File: src/rtl/uart_rx16_pkg.sv
package uart_rx16_pkg;
    typedef enum logic [1:0] {
        PH_IDLE  = 2'd0,
        PH_START = 2'd1,
        PH_DATA  = 2'd2,
        PH_STOP  = 2'd3
    } rx_phase_e;
endpackage

File: src/rtl/uart_rx16_sync.sv
module uart_rx16_sync #(
    parameter int STAGES   = 2,
    parameter bit IDLE_VAL = 1'b1
) (
    input  logic clk,
    input  logic rst_n,
    input  logic din,
    output logic dout
);
    logic [STAGES-1:0] chain_d, chain_q;

    generate
        if (STAGES == 1) begin : g_single
            always_comb chain_d = din;
        end else begin : g_multi
            always_comb chain_d = {chain_q[STAGES-2:0], din};
        end
    endgenerate

    always_ff @(posedge clk or negedge rst_n) begin
        if (!rst_n) chain_q <= {STAGES{IDLE_VAL}};
        else        chain_q <= chain_d;
    end

    assign dout = chain_q[STAGES-1];
endmodule

File: src/rtl/uart_rx16_timer.sv
module uart_rx16_timer #(
    parameter int OSR = 16
) (
    input  logic clk,
    input  logic rst_n,
    input  logic tick,
    input  logic run,
    input  logic start,
    output logic mid_evt,
    output logic end_evt
);
    localparam int CW  = $clog2(OSR);
    localparam int MID = OSR / 2;

    typedef struct packed {
        logic [CW-1:0] cnt;
    } tmr_t;

    tmr_t tmr_d, tmr_q;

    always_comb begin
        tmr_d = tmr_q;
        if (start)      tmr_d.cnt = CW'(1);
        else if (!run)  tmr_d.cnt = '0;
        else if (tick)  tmr_d.cnt = tmr_q.cnt + 1'b1;
    end

    always_ff @(posedge clk or negedge rst_n) begin
        if (!rst_n) tmr_q <= '0;
        else        tmr_q <= tmr_d;
    end

    assign mid_evt = run && tick && (tmr_q.cnt == CW'(MID - 1));
    assign end_evt = run && tick && (tmr_q.cnt == CW'(OSR - 1));


    run_tick_chk: assert property (@(posedge clk) disable iff (!rst_n)
        (run && !start && !tick) |=> $stable(tmr_q.cnt));
endmodule

File: src/rtl/uart_rx16_ctrl.sv
module uart_rx16_ctrl
    import uart_rx16_pkg::*;
#(
    parameter int DATA_BITS = 8
) (
    input  logic                 clk,
    input  logic                 rst_n,
    input  logic                 tick,
    input  logic                 line,
    input  logic                 mid_evt,
    input  logic                 end_evt,
    output logic                 start,
    output logic                 run,
    output logic [DATA_BITS-1:0] data,
    output logic                 valid,
    output logic                 ferr,
    output logic                 busy
);
    localparam int BW = (DATA_BITS > 1) ? $clog2(DATA_BITS) : 1;

    typedef struct packed {
        rx_phase_e              phase;
        logic [BW-1:0]          bitcnt;
        logic [DATA_BITS-1:0]   shreg;
        logic                   stop_bad;
        logic [DATA_BITS-1:0]   data;
        logic                   valid;
        logic                   ferr;
        logic                   busy;
    } ctl_t;

    ctl_t st_d, st_q;

    always_comb begin
        st_d       = st_q;
        st_d.valid = 1'b0;
        st_d.ferr  = 1'b0;
        start      = 1'b0;
        unique case (st_q.phase)
            PH_IDLE: begin
                if (tick && !line) begin
                    start      = 1'b1;
                    st_d.phase = PH_START;
                    st_d.busy  = 1'b1;
                end
            end
            PH_START: begin
                if (mid_evt && line) begin
                    st_d.phase = PH_IDLE;
                    st_d.busy  = 1'b0;
                end else if (end_evt) begin
                    st_d.phase  = PH_DATA;
                    st_d.bitcnt = '0;
                end
            end
            PH_DATA: begin
                if (mid_evt)
                    st_d.shreg = {line, st_q.shreg[DATA_BITS-1:1]};
                if (end_evt) begin
                    if (st_q.bitcnt == BW'(DATA_BITS - 1))
                        st_d.phase = PH_STOP;
                    else
                        st_d.bitcnt = st_q.bitcnt + 1'b1;
                end
            end
            PH_STOP: begin
                if (mid_evt)
                    st_d.stop_bad = !line;
                if (end_evt) begin
                    st_d.data  = st_q.shreg;
                    st_d.valid = 1'b1;
                    st_d.ferr  = st_q.stop_bad;
                    st_d.busy  = 1'b0;
                    st_d.phase = PH_IDLE;
                end
            end
            default: st_d.phase = PH_IDLE;
        endcase
    end

    always_ff @(posedge clk or negedge rst_n) begin
        if (!rst_n) st_q <= '{phase: PH_IDLE, default: '0};
        else        st_q <= st_d;
    end

    assign run   = (st_q.phase != PH_IDLE);
    assign data  = st_q.data;
    assign valid = st_q.valid;
    assign ferr  = st_q.ferr;
    assign busy  = st_q.busy;


    start_cause_chk: assert property (@(posedge clk) disable iff (!rst_n)
        $rose(st_q.busy) |-> ($past(tick) && !$past(line)));


    strobe_single_chk: assert property (@(posedge clk) disable iff (!rst_n)
        st_q.valid |=> !st_q.valid);


    busy_drop_chk: assert property (@(posedge clk) disable iff (!rst_n)
        st_q.valid |-> (!st_q.busy && $past(st_q.busy)));


    ferr_with_strobe_chk: assert property (@(posedge clk) disable iff (!rst_n)
        st_q.ferr |-> st_q.valid);


    data_hold_chk: assert property (@(posedge clk) disable iff (!rst_n)
        !st_q.valid |-> $stable(st_q.data));
endmodule

File: src/rtl/uart_rx16.sv
module uart_rx16 #(
    parameter int DATA_BITS   = 8,
    parameter int OSR         = 16,
    parameter int SYNC_STAGES = 2
) (
    input  logic                 clk,
    input  logic                 rst_n,
    input  logic                 tick16,
    input  logic                 rxd,
    output logic [DATA_BITS-1:0] rx_byte,
    output logic                 rx_strobe,
    output logic                 rx_busy,
    output logic                 frame_err
);
    logic line_s;
    logic mid_evt, end_evt;
    logic start, run;

    uart_rx16_sync #(
        .STAGES   (SYNC_STAGES),
        .IDLE_VAL (1'b1)
    ) u_sync (
        .clk   (clk),
        .rst_n (rst_n),
        .din   (rxd),
        .dout  (line_s)
    );

    uart_rx16_timer #(
        .OSR (OSR)
    ) u_timer (
        .clk     (clk),
        .rst_n   (rst_n),
        .tick    (tick16),
        .run     (run),
        .start   (start),
        .mid_evt (mid_evt),
        .end_evt (end_evt)
    );

    uart_rx16_ctrl #(
        .DATA_BITS (DATA_BITS)
    ) u_ctrl (
        .clk     (clk),
        .rst_n   (rst_n),
        .tick    (tick16),
        .line    (line_s),
        .mid_evt (mid_evt),
        .end_evt (end_evt),
        .start   (start),
        .run     (run),
        .data    (rx_byte),
        .valid   (rx_strobe),
        .ferr    (frame_err),
        .busy    (rx_busy)
    );
endmodule

File: config.mk
export PLATFORM = sky130hd
export DESIGN_NAME = uart_rx16
export DESIGN_NICKNAME = d
export VERILOG_FILES = /design/src/rtl/uart_rx16_pkg.sv /design/src/rtl/uart_rx16_sync.sv /design/src/rtl/uart_rx16_timer.sv /design/src/rtl/uart_rx16_ctrl.sv /design/src/rtl/uart_rx16.sv
export SDC_FILE = /design/constraint.sdc
export NUM_CORES = 1
export LEC_CHECK = 0
export ABC_AREA = 1
export BUFFER_PORTS_ARGS = -buffer_cell sky130_fd_sc_hd__buf_2
export CAP_MARGIN = 25
export CORE_AREA = 4 4 54 65
export CTS_CLUSTER_SIZE = 20
export DETAILED_ROUTE_END_ITERATION = 6
export DIE_AREA = 0 0 58 69
export GPL_TIMING_DRIVEN = 0
export PLACE_DENSITY = 0.72
export SLEW_MARGIN = 20
export SYNTH_ARGS = -nofsm -noshare
export SYNTH_HDL_FRONTEND = slang
export SYNTH_SLANG_ARGS = --single-unit
File: constraint.sdc
create_clock -name clk -period 1.75 [get_ports clk]
set_input_delay 0.175 -clock clk [delete_from_list [all_inputs] [get_ports clk]]
set_output_delay 0.175 -clock clk [all_outputs]
set_load 0.05 [all_outputs]
==> out/qor.txt <==
Outcome - finished, final reports clean
Starting Density - 0.540
Post-Place Cells - 209
CP Max Fanout - 10
Hold Path Origin - tick16
Synthesized area per cell - 9.51 um^2
Post-DRT Antenna Nets - 0
CTS tree - yes
Logic pwr share - 0.263
Post-synth EDFFs - 0
Routed wire length - 2590 um
Max-slew headroom - 0.555
Vias in the first global route - 1,080
Syn_nets - 173
DRC - 0
Clk slew on worst S/H paths - 0.10 ns
Routability Congestion - 0.718
Type of origin of the critical path - flip-flop
Full die area - 0.00400 mm^2
Final Cell Area - 0.00174 mm^2
Chip height - 69 um
Die width - 58 um
Core ar. - 0.00284 mm^2
Grt ovf - 0
Largest net degree at the start of global routing - 32
Nets - 196
Finished Layout Cells - 219
First-pass DRT Iterations - 5
CP max stage delay - 0.42 ns
Pwr Density - 951 mW/mm^2
Initial antenna violation count - 0
Fillcell total - 243
Post-synth ARST share - 1.00
Highest clock rate - 628 MHz
Syn Inst Count - 161
Final hold slack - 0.169 ns
Mapped cell area - 0.00153 mm^2
TritonCTS buffer count - 5
Sw Pwr - 568 uW
HPWL after DPL - 1890 um
Share of layout cells above drive strength 1 - 0.330
TNS Setup - 0 ns
YS warnings - 0
Postcts setup bufs - 0
Area post-placement - 0.00164 mm^2
Period Utilization, post-route - 0.910
PnR Total Power - 1.65 mW
Final setup viols - 0
CP Capture Type - flip-flop
R2r setup slk - 0.16 ns
Setup Crit Path Kind - reg2reg
Slew @ Worst Pin - 0.668 ns
Initial DRC Count - 28
First-pass GRT wire length - 4800 um
Main synth FF type - dfrtp_1
GRT Total Usage - 0.158
Final hold vios - 0
Switching share of total power - 0.344
R2R depth - 11
Yosys top cell area share - 0.474
PortBufs - 14
Worst Hold Class - in2reg
Synth top cells by count - nand2_1 (35), dfrtp_1 (29), inv_1 (16)
Worst R2R End - u_ctrl.data[1]
Area delta synth->final - 13.5%
Clock share of power - 0.242
I/O pin count - 15
Largest cells by area after synthesis - dfrtp_1 (47%), nand2_1 (8.6%), ha_1 (6.5%)
CP Cell Sequence - inv_1 > ha_4 > inv_2 > nand2_2 > clkinv_2 > nand2_4 > nor2_4 > inv_2 > buf_8 > nand2_2 > o21ai_2
Skew-Pair Late Insertion Delay - 0.33 ns
Leak - 0.851 nW
Clk_skew - 0.00601 ns
Int Pwr - 1.09 mW
CP required - 1.98 ns
H-Tree Depth - 2
Site row count - 21
Flop pwr share - 0.495
Hold Path End - u_timer.tmr_q[3]
Worst IR Drop VDD - 0.620 mV
Register area share after synthesis - 0.508
Max cap viols - 0
Minimum clock period - 1.59 ns
Crit path DAT - 1.82 ns
Vias/cell - 4.95
Final slew viol count - 0
Yosys top cell by area - dfrtp_1
Root Buffer - clkbuf_4
Vias - 1,084
FF+latch count, synth - 31
Hold Path Stages - 3
ANT cells - 0
Top-count cell post-synth - nand2_1
CP max stage cell - dfrtp_2
Unique masters post-synth - 27
Max Root-Sink Buffers - 2
RSZ-0062 raised after global routing - false
DR WL/cell - 11.8 um
Clk sink count - 31
logic make-up after synthesis:
family	Yosys count	share of synthesized area
and+or+nand+nor	62	0.202
DFF	31	0.508
AOI/OAI and AO/OA	30	0.120
buffers and inverters	29	0.0972
adders and majority gates	8	0.0654
muxes	1	0.00735
per-layer routing:
metal	wire length, um	up-vias	GRT usage
li1	-	553	-
met1	1030	509	0.169
met2	1370	17	0.265
met3	113	5	0.0560
met4	68	0	0.0851
met5	0	-	0
flip-flops by register name (all words and copies together), names as in the netlist, named ones only:
signal,cells
u_sync.chain_q,2
u_ctrl.data,8
u_ctrl.st_q,13
u_ctrl.ferr,1
u_ctrl.valid,1
u_ctrl.busy,1
u_timer.tmr_q,4
cells in the final DEF (no fill, tap or decap), drive strengths merged, types with 4 or more instances in the layout:
cell type,synthesis,routed
nand2,41,41
ha,8,8
nand3,4,4
nor2,12,12
buf,10,24
dfrtp,29,29
a21oi,4,4
o21ai,24,24
inv,18,18
clkbuf,0,7
area by class of cell:
cell class / instances / area (um^2) / area share
flip-flops and latches: 31 / 781 / 0.449
multi-input cells: 101 / 622 / 0.358
repair buffers: 16 / 90.1 / 0.0518
plain buffers: 10 / 80.1 / 0.0461
inverters: 19 / 72.6 / 0.0418
clock buffers: 7 / 45.0 / 0.0259
well taps: 34 / 42.5 / 0.0245
clock inverters: 1 / 5.00 / 0.00288
critical path, delay by kind of cell, from the launching register on:
kind / cells / cell delay, ns
buf+inv: 5 / 0.49
flops: 1 / 0.42
fa+ha+maj: 1 / 0.18
compound gates: 1 / 0.05
simple gates: 4 / 0.35
metrics by stage:
| stage | utilization | worst slack [ns] |
|---|---|---|
| after floorplan | - | 0.225 |
| after global placement | 0.579 | 0.0560 |
| after detailed placement | 0.579 | -0.000879 |
| after CTS | 0.606 | 0.0442 |
| after global routing | 0.612 | 0.00124 |
| final | 0.612 | 0.157 |
how the worst max path moves through the flow:
| stage | slack [ns] | cells past startpoint | to | startpoint |
|---|---|---|---|---|
| 3_5_place_dp | -0.0009 | 9 | u_ctrl.st_q[21] | u_ctrl.st_q[23] |
| 5_1_grt | 0.001 | 10 | u_ctrl.st_q[23] | flip-flop |
| 3_3_place_gp | 0.06 | 9 | u_ctrl.st_q[20] | u_ctrl.st_q[23] |
| 6_report | 0.16 | 11 | u_ctrl.data[1] | flip-flop |
| 4_1_cts | 0.04 | 11 | u_ctrl.data[1] | u_ctrl.st_q[23] |
| 2_1_floorplan | 0.23 | 7 | u_ctrl.st_q[19] | u_ctrl.st_q[23] |
power by group through the flow:
stage	registers (mW)	clock network [mW]	logic (mW)
floorplan	0.860	0	0.283
global placement	0.823	0	0.393
detailed placement	0.826	0	0.408
CTS	0.812	0.418	0.419
global route	0.825	0.461	0.499
finish	0.818	0.400	0.435
timing repair:
action | in CTS | in global routing
resized for setup | 2 | 6
hold endpoints to repair | 30 | 0
pin swaps | 0 | 0
endpoints found under the setup margin | 3 | 22
hold buffers | 2 | 0
(Power assumes the default switching activity.)
